File: src/rtl/line_stamp_pkg.sv
package line_stamp_pkg;
  localparam int LINES_PER_SLICE = 32;
  localparam int TS_W            = 64;
  localparam int SLICE_ID_W      = 8;

  typedef struct packed {
    logic [TS_W-1:0]            ts;
    logic [SLICE_ID_W-1:0]      slice;
    logic [LINES_PER_SLICE-1:0] prev;
    logic [LINES_PER_SLICE-1:0] curr;
  } evt_rec_t;
endpackage

File: src/rtl/line_stamp_sync.sv
module line_stamp_sync #(
  parameter int W      = 32,
  parameter int STAGES = 2
) (
  input  logic         clk_i,
  input  logic         rst_ni,
  input  logic [W-1:0] d_i,
  output logic [W-1:0] q_o
);
  logic [W-1:0] stg_q [STAGES];

  always_ff @(posedge clk_i or negedge rst_ni) begin
    if (!rst_ni) begin
      for (int i = 0; i < STAGES; i++) stg_q[i] <= '0;
    end else begin
      stg_q[0] <= d_i;
      for (int i = 1; i < STAGES; i++) stg_q[i] <= stg_q[i-1];
    end
  end

  assign q_o = stg_q[STAGES-1];
endmodule

File: src/rtl/line_stamp_slice.sv
module line_stamp_slice
  import line_stamp_pkg::*;
#(
  parameter int SLICE_IDX = 0
) (
  input  logic                       clk_i,
  input  logic                       rst_ni,
  input  logic                       glb_en_i,
  input  logic [LINES_PER_SLICE-1:0] line_i,
  input  logic [LINES_PER_SLICE-1:0] mask_i,
  input  logic [TS_W-1:0]            ts_now_i,
  input  logic                       grant_i,
  output logic                       pend_o,
  output evt_rec_t                   rec_o
);
  logic                       pend_q;
  logic [TS_W-1:0]            ts_q;
  logic [LINES_PER_SLICE-1:0] prev_q, curr_q;
  logic [LINES_PER_SLICE-1:0] view_new, view_merge;
  logic                       detect;

  // disabled bits track the reference so they never show in the XOR
  assign view_new   = (line_i & mask_i) | (prev_q & ~mask_i);
  assign view_merge = (line_i & mask_i) | (curr_q & ~mask_i);
  assign detect     = glb_en_i && !pend_q && (view_new != prev_q);

  always_ff @(posedge clk_i or negedge rst_ni) begin
    if (!rst_ni) begin
      pend_q <= 1'b0;
      ts_q   <= '0;
      prev_q <= '0;
      curr_q <= '0;
    end else if (grant_i) begin
      pend_q <= 1'b0;
      prev_q <= curr_q;
    end else if (detect) begin
      pend_q <= 1'b1;
      ts_q   <= ts_now_i;
      curr_q <= view_new;
    end else if (pend_q) begin
      curr_q <= view_merge;
    end
  end

  assign pend_o = pend_q;
  assign rec_o  = '{ts: ts_q, slice: SLICE_ID_W'(SLICE_IDX), prev: prev_q, curr: curr_q};

  p_pend_kept_r8: assert property (@(posedge clk_i) disable iff (!rst_ni)
    pend_q && !grant_i |=> pend_q);
  p_ts_frozen_r8: assert property (@(posedge clk_i) disable iff (!rst_ni)
    pend_q && !grant_i |=> $stable(ts_q));
  p_gate_off_r9: assert property (@(posedge clk_i) disable iff (!rst_ni)
    !glb_en_i && !pend_q |=> !pend_q);
  p_grant_valid_r7: assert property (@(posedge clk_i) disable iff (!rst_ni)
    grant_i |-> pend_q);
endmodule

File: src/rtl/line_stamp_arb.sv
module line_stamp_arb #(
  parameter int N = 4
) (
  input  logic         en_i,
  input  logic [N-1:0] req_i,
  output logic [N-1:0] gnt_o
);
  // lowest set bit wins
  assign gnt_o = en_i ? (req_i & (~req_i + N'(1))) : '0;

  always_comb begin
    a_onehot_r7: assert ($onehot0(gnt_o));
  end
endmodule

File: src/rtl/line_stamp_top.sv
module line_stamp_top
  import line_stamp_pkg::*;
#(
  parameter int NUM_SLICES  = 4,
  parameter int SYNC_STAGES = 2
) (
  input  logic                                  clk_i,
  input  logic                                  rst_ni,
  input  logic                                  glb_en_i,
  input  logic [NUM_SLICES*LINES_PER_SLICE-1:0] lines_i,
  input  logic [NUM_SLICES*LINES_PER_SLICE-1:0] mask_i,
  output logic                                  rec_valid_o,
  input  logic                                  rec_ready_i,
  output logic [TS_W-1:0]                       rec_ts_o,
  output logic [SLICE_ID_W-1:0]                 rec_slice_o,
  output logic [LINES_PER_SLICE-1:0]            rec_prev_o,
  output logic [LINES_PER_SLICE-1:0]            rec_curr_o
);
  localparam int TOTAL_LINES = NUM_SLICES * LINES_PER_SLICE;

  logic [TS_W-1:0]        ts_q;
  logic [TOTAL_LINES-1:0] lines_s;
  logic [NUM_SLICES-1:0]  pend, gnt;
  evt_rec_t               slice_rec [NUM_SLICES];
  evt_rec_t               sel_rec, out_q;
  logic                   out_vld_q, take;

  always_ff @(posedge clk_i or negedge rst_ni) begin
    if (!rst_ni) ts_q <= '0;
    else         ts_q <= ts_q + TS_W'(1);
  end

  line_stamp_sync #(.W(TOTAL_LINES), .STAGES(SYNC_STAGES)) u_sync (
    .clk_i (clk_i),
    .rst_ni(rst_ni),
    .d_i   (lines_i),
    .q_o   (lines_s)
  );

  for (genvar s = 0; s < NUM_SLICES; s++) begin : g_slice
    line_stamp_slice #(.SLICE_IDX(s)) u_slice (
      .clk_i   (clk_i),
      .rst_ni  (rst_ni),
      .glb_en_i(glb_en_i),
      .line_i  (lines_s[s*LINES_PER_SLICE +: LINES_PER_SLICE]),
      .mask_i  (mask_i[s*LINES_PER_SLICE +: LINES_PER_SLICE]),
      .ts_now_i(ts_q),
      .grant_i (gnt[s]),
      .pend_o  (pend[s]),
      .rec_o   (slice_rec[s])
    );
  end

  assign take = !out_vld_q || rec_ready_i;

  line_stamp_arb #(.N(NUM_SLICES)) u_arb (
    .en_i (take),
    .req_i(pend),
    .gnt_o(gnt)
  );

  always_comb begin
    sel_rec = '0;
    for (int s = 0; s < NUM_SLICES; s++)
      if (gnt[s]) sel_rec = slice_rec[s];
  end

  always_ff @(posedge clk_i or negedge rst_ni) begin
    if (!rst_ni) begin
      out_vld_q <= 1'b0;
      out_q     <= '0;
    end else if (|gnt) begin
      out_vld_q <= 1'b1;
      out_q     <= sel_rec;
    end else if (rec_ready_i) begin
      out_vld_q <= 1'b0;
    end
  end

  assign rec_valid_o = out_vld_q;
  assign rec_ts_o    = out_q.ts;
  assign rec_slice_o = out_q.slice;
  assign rec_prev_o  = out_q.prev;
  assign rec_curr_o  = out_q.curr;

  p_hold_stable_r10: assert property (@(posedge clk_i) disable iff (!rst_ni)
    rec_valid_o && !rec_ready_i |=> rec_valid_o && $stable(out_q));
  p_lowest_first_r7: assert property (@(posedge clk_i) disable iff (!rst_ni)
    (gnt != '0) |-> (((gnt - NUM_SLICES'(1)) & pend) == '0));
  p_no_idle_r7: assert property (@(posedge clk_i) disable iff (!rst_ni)
    take && (pend != '0) |-> (gnt != '0));
  p_tick_runs_r9: assert property (@(posedge clk_i) disable iff (!rst_ni)
    $past(rst_ni) |-> ts_q == $past(ts_q) + TS_W'(1));
endmodule

File: config.mk
export PLATFORM = sky130hd
export DESIGN_NAME = line_stamp_top
export DESIGN_NICKNAME = d
export VERILOG_FILES = /design/src/rtl/line_stamp_pkg.sv /design/src/rtl/line_stamp_sync.sv /design/src/rtl/line_stamp_slice.sv /design/src/rtl/line_stamp_arb.sv /design/src/rtl/line_stamp_top.sv
export SDC_FILE = /design/constraint.sdc
export NUM_CORES = 2
export LEC_CHECK = 0
export BUFFER_PORTS_ARGS = -buffer_cell sky130_fd_sc_hd__buf_4
export CAP_MARGIN = 20
export CORE_ASPECT_RATIO = 1.25
export CORE_MARGIN = 5
export CORE_UTILIZATION = 55
export CTS_CLUSTER_DIAMETER = 40
export DETAILED_ROUTE_END_ITERATION = 10
export PLACE_DENSITY = 0.75
export SLEW_MARGIN = 30
export SYNTH_ARGS = -nofsm -noshare
export SYNTH_HDL_FRONTEND = slang
export SYNTH_SLANG_ARGS = --single-unit
File: constraint.sdc
create_clock -name clk_i -period 4.25 [get_ports clk_i]
set_input_delay 0 -clock clk_i [delete_from_list [all_inputs] [get_ports clk_i]]
set_output_delay 0 -clock clk_i [all_outputs]
set_load 0.1 [all_outputs]
# == Word-level counts from Yosys, hierarchy flattened ==
# Index checks and enable logic that the tools add are counted.
# word_totals
romBits,0
latch_bits,0
n_memories,0
ram_bits,0
in_bits,260
reg_bits,973
# op_classes
n_eq_ne,4
n_lt_le_gt_ge,0
shift,0
bitwise,30
mul,0
n_addsub,2
div_mod_pow,0
mux,23
n_reduce_logical,32
# ops
op,n
136-bit two-way mux,4
32-bit bitwise AND,12
32-bit two-way mux,8
32-bit bitwise OR,8
32-bit != test,4
32-bit inverter,4
"64-bit by 1-bit adder with 64-bit output, second input constant",1
2-bit nonzero test,9
2-bit AND reduction,8
1-bit two-way mux,10
1-bit logical AND,8
1-bit logical NOT,5
"4-bit by 1-bit adder with 4-bit output, second input constant",1
4-bit bitwise AND,1
4-bit two-way mux,1
1-bit inverter,4
4-bit inverter,1
4-bit OR reduction,1
1-bit logical OR,1

# == Depth between registers and ports, before layout ==
# logic_depth
depth_word,8
ltp_mapped,9
depth_no_buf,7

# == By module ==
# A second synthesis with hierarchy kept.
# hier_totals
cells_unflattened,3597
hier_area_um2,43276.5
# by_module_without_submodules
module,seq_area_each_um2,n_inst,cells_per_inst,area_per_inst_um2
line_stamp_slice at g_slice[1].u_slice ...,3228.1,3,466,6100.9
line_stamp_top,5029.8,1,1344,11449.7
line_stamp_sync,6406.1,1,384,7367.1
line_stamp_slice at g_slice[0].u_slice,3228.1,1,465,6097.1
line_stamp_arb,0.0,1,6,60.1

# == Worst setup path before layout ==
# No wires, ideal clock.
# synth_path
kind,register to register
start,"reg out_vld_q, in the netlist rec_valid_o"
end,reg g_slice[0].u_slice.prev_q[0]
setup_time_ns,0.125
slack_ns,1.778
path_stages_with_launch,7
required_time_ns,4.125
period_less_slack_ns,2.472
arrival_time_ns,2.348
path_cell_list,dfrtp_1 -> nand2b_1 -> and2_1 -> clkbuf_1 -> clkbuf_1 -> clkbuf_1 -> mux2_2
# synth_via
elab_chain_len,3
# synth_lines
item,line,rtl
"start, declared",line_stamp_top.sv:26,"logic out_vld_q, take;"
"start signal, assigned",line_stamp_top.sv:70,out_vld_q <= 1'b0;
"start signal, assigned",line_stamp_top.sv:73,out_vld_q <= 1'b1;
"start signal, assigned",line_stamp_top.sv:76,out_vld_q <= 1'b0;
1-bit logical NOT,line_stamp_top.sv:54,assign take = !out_vld_q || rec_ready_i;
1-bit logical OR,line_stamp_top.sv:54,
4-bit two-way mux,line_stamp_arb.sv:9,assign gnt_o = en_i ? (req_i & (~req_i + N'(1))) : '0;
"end signal, assigned",line_stamp_slice.sv:35,prev_q <= curr_q;
"end, declared",line_stamp_slice.sv:18,"logic [LINES_PER_SLICE-1:0] prev_q, curr_q;"
# No other way between the ends.
# A chain may end at the register's enable or synchronous reset.

==> out/results.tsv <==
stage	metric	value	unit
global_routing	remaining global-route overflow	0	
layout	Layout Cells excl Fill	4759	
clock_network	clk sink count	967	
clock_network	clock latency on the worst-skew pair	0.69	ns
min_path	Hold Path Sink	u_sync.stg_q[134]	
layout	register area	24200	um2
floorplan	Die Ht	308	um
route	via count	29100	
pwr	Gate power share	0.318	
pwr	sw frac	0.383	
placed_design	GP Congestion	0.932	
global_routing	vias in the first global route	31100	
pwr	Power per Cell Area	676	nW/um2
pwr	sequential cell fraction of total power	0.381	
layout	final core occ	0.723	
clock_network	Worst-path clk slew	0.06	ns
logic_synthesis	sequential share of the synthesized area	0.619	
timing	clock skew	0.0262	ns
layout	Final nets	3965	
pwr	Clk pwr share	0.301	
global_routing	largest net degree at the start of global routing	114	
min_path	hold depth	2	
floorplan	row cnt	109	
min_path	Worst Hold Class	in2reg	
route	M1 WL	47.0	mm
global_routing	total track usage	0.335	
logic_synthesis	Synth Area per Inst	13.4	um2
placed_design	Port Buffers	390	
worst_setup_path	WS Path Type	reg2reg	
clock_network	CTS root buffer	clkbuf_16	
route	final antenna-violating net count	0	
worst_setup_path	Reg2Reg Launch Point	g_slice[1].u_slice.prev_q[29]	
worst_setup_path	FF-to-FF path depth	8	
floorplan	die area	76600	um2
placed_design	HPWL Detailed	84.2	mm
timing	crit path time final	3.23	ns
clock_network	CTS resizes	0	
timing	Tcrit/Tclk final	0.760	
pwr	P_int	21.3	mW
timing	slew margin rel.	0.316	
worst_setup_path	Startpoint Class	register	
timing	RSZ-0062 raised after global routing	false	
clock_network	H-tree depth reported by CTS	3	
layout	design area	51100	um2
logic_synthesis	Post-Syn Area	39100	um2
route	DRT iter0 DRCs	2935	
route	WL/cell	27.4	um
route	Vias/cell	6.12	
worst_setup_path	Crit Path Max Fanout	19	
logic_synthesis	Mapped Cells	2927	
clock_network	CTS tree	done	
timing	fmax	310	MHz
timing	final setup fails	0	
pwr	Max VDD drop	595	uV
layout	Multi-input gate area	14200	um2
timing	Hold Vio Cnt, Final	0	
route	Remaining DRCs	0	
layout	Fillers	4576	
job	Max-cap violations	0	
worst_setup_path	Setup crit end kind	register	
route	Pre-Repair DR Iteration Count	9	
placed_design	Area after DPL	43100	um2
logic_synthesis	YS warnings	0	
route	highest metal used	met5	
pwr	total net switching power	13.2	mW
clock_network	number of post-CTS setup repair buffers	0	
clock_network	CTS Buffer Depth	3	
layout	P&R area growth vs syn	30.6	%
worst_setup_path	r2r setup slk	1.02	ns
outcome	outcome	finished clean	
route	met3 routed WL	9.74	mm
layout	share of cells above drive strength 1	0.316	
worst_setup_path	Worst Path Required	4.81	ns
pwr	LEAKAGE	23.7	nW
timing	Slew Viols, Final	0	
route	final wirelength	130	mm
logic_synthesis	synth unique cells	42	
placed_design	DP Cell Count	4144	
global_routing	first-pass GRT wire length	196	mm
route	met2 WL	63.3	mm
clock_network	hold_buf cts	381	
floorplan	core area	70600	um2
min_path	HP Start	lines_i[6]	
logic_synthesis	Seq cells post-synth	967	
floorplan	die width	248	um
floorplan	Initial Util	0.554	
timing	Fin Setup TNS	0	ns
global_routing	initial antenna violation count	15	
floorplan	IO Pins	397	
worst_setup_path	crit path DAT	3.79	ns
timing	Tightest Pin Transition	1.03	ns
clock_network	CTS buffer count	116	
==> metrics by stage <==
stage | worst slack [ns] | hold slack (ns) | power, mW
2_1_floorplan | 1.78 | -0.296 | 19.9
3_3_place_gp | 1.11 | 0.109 | 23.3
3_5_place_dp | 1.06 | 0.110 | 23.6
4_1_cts | 1.04 | 0.00129 | 34.3
5_1_grt | 0.894 | 0.0339 | 35.6
6_report | 1.02 | 0.0175 | 34.5
==> area by class of cell <==
cell class                 instances  share of cell area
sequential                       967               0.474
multi-input combinational       1793               0.278
timing repair buffer             822               0.144
clock buffer                     145              0.0621
tap                              943              0.0231
clock inverter                    70              0.0174
antenna                           15            0.000735
inverter                           4            0.000294
==> power by group through the flow <==
stage	registers, mW	logic [mW]	clock network, mW
2_1_floorplan	14.8	5.09	0
3_3_place_gp	13.1	10.2	0
3_5_place_dp	13.2	10.4	0
4_1_cts	13.0	10.8	10.5
5_1_grt	13.3	11.4	10.9
6_report	13.1	11.0	10.4
==> how the worst max path moves through the flow <==
stage                     slack, ns                            to                     startpoint
after global routing           0.89                      register  g_slice[1].u_slice.prev_q[29]
after detailed placement       1.06                      register  g_slice[1].u_slice.prev_q[29]
final                          1.02                      register  g_slice[1].u_slice.prev_q[29]
after floorplan                1.78  g_slice[0].u_slice.prev_q[0]                    rec_valid_o
after CTS                      1.04                      register  g_slice[1].u_slice.prev_q[29]
after global placement         1.11                      register  g_slice[1].u_slice.prev_q[29]
==> placed cells by master (no fill, tap or decap), drive strengths merged, types with 22 or more instances in the layout <==
| cell type | synthesis | layout |
|---|---|---|
| nand2 | 436 | 436 |
| nand3b | 128 | 128 |
| dlygate4sd3 | 0 | 382 |
| a222oi | 88 | 88 |
| clkbuf | 101 | 145 |
| o221a | 128 | 128 |
| nand4 | 59 | 59 |
| mux2 | 448 | 448 |
| dfrtp | 967 | 967 |
| clkinv | 0 | 22 |
| buf | 67 | 440 |
| xor2 | 143 | 143 |
| inv | 4 | 25 |
| xnor2 | 47 | 47 |
| nand3 | 115 | 115 |
| a22oi | 95 | 95 |
==> critical path, stage by stage (launching register included) <==
cell and delay [ns]:
dfrtp_1 0.46, xor2_1 0.19, a22oi_1 0.41, nand4_1 0.21, nor4_2 0.60, nor2_4 0.31
buf_4 0.34, mux2_4 0.34, o221a_1 0.24
==> metal layers <==
metal | track usage | vias up
li1 | - | 12300
met1 | 0.405 | 15000
met2 | 0.553 | 1467
met3 | 0.0610 | 394
met4 | 0.224 | 2
met5 | 0 | -
==> cell usage after synthesis <==
| master | count | area, um2 |
|---|---|---|
| xnor2_1 | 47 | 412 |
| xor2_1 | 143 | 1250 |
| a222oi_1 | 88 | 881 |
| buf_4 | 12 | 90.1 |
| nand2b_1 | 4 | 25.0 |
| nand3_1 | 115 | 576 |
| or2_2 | 3 | 18.8 |
| inv_1 | 4 | 15.0 |
| a221o_1 | 1 | 10.0 |
| and3_1 | 15 | 93.8 |
| nand4_1 | 59 | 369 |
| clkbuf_2 | 1 | 5.00 |
| a221oi_1 | 9 | 78.8 |
| mux2_2 | 418 | 4710 |
| nor2b_1 | 1 | 6.26 |
| o22ai_1 | 9 | 56.3 |
| buf_1 | 7 | 26.3 |
| a211oi_1 | 1 | 7.51 |
| ha_1 | 1 | 12.5 |
| o221a_1 | 41 | 462 |
| a22oi_1 | 95 | 713 |
| buf_6 | 12 | 135 |
| nand3b_1 | 128 | 961 |
| dfrtp_1 | 967 | 24200 |
| buf_2 | 36 | 180 |
| nor3_1 | 7 | 35.0 |
| o21ai_0 | 3 | 15.0 |
| a21oi_1 | 8 | 40.0 |
| conb_1 | 1 | 3.75 |
| nor4_4 | 1 | 21.3 |
| nor2_2 | 5 | 31.3 |
| a211o_1 | 1 | 8.76 |
| nor2_1 | 10 | 37.5 |
| nor4_1 | 1 | 6.26 |
| nor4_2 | 4 | 50.1 |
| clkbuf_1 | 100 | 375 |
| and4_1 | 8 | 70.1 |
| and2_1 | 7 | 43.8 |
| o221a_2 | 87 | 980 |
| nand2_1 | 436 | 1640 |
| mux2_4 | 30 | 450 |
| a31oi_1 | 1 | 6.26 |
==> kinds of logic (layout without fill, tap and decap cells) <==
logic type | count (synthesis) | count (layout) | share of synthesized area
xor+xnor | 190 | 190 | 0.0426
simple gates | 804 | 804 | 0.102
buf+inv | 172 | 1041 | 0.0212
flops | 967 | 967 | 0.619
compound gates | 344 | 344 | 0.0833
fa+ha+maj | 1 | 1 | 0.000320
other cells | 1 | 21 | 0.0000959
mux | 448 | 448 | 0.132
(Power assumes the default switching activity.)
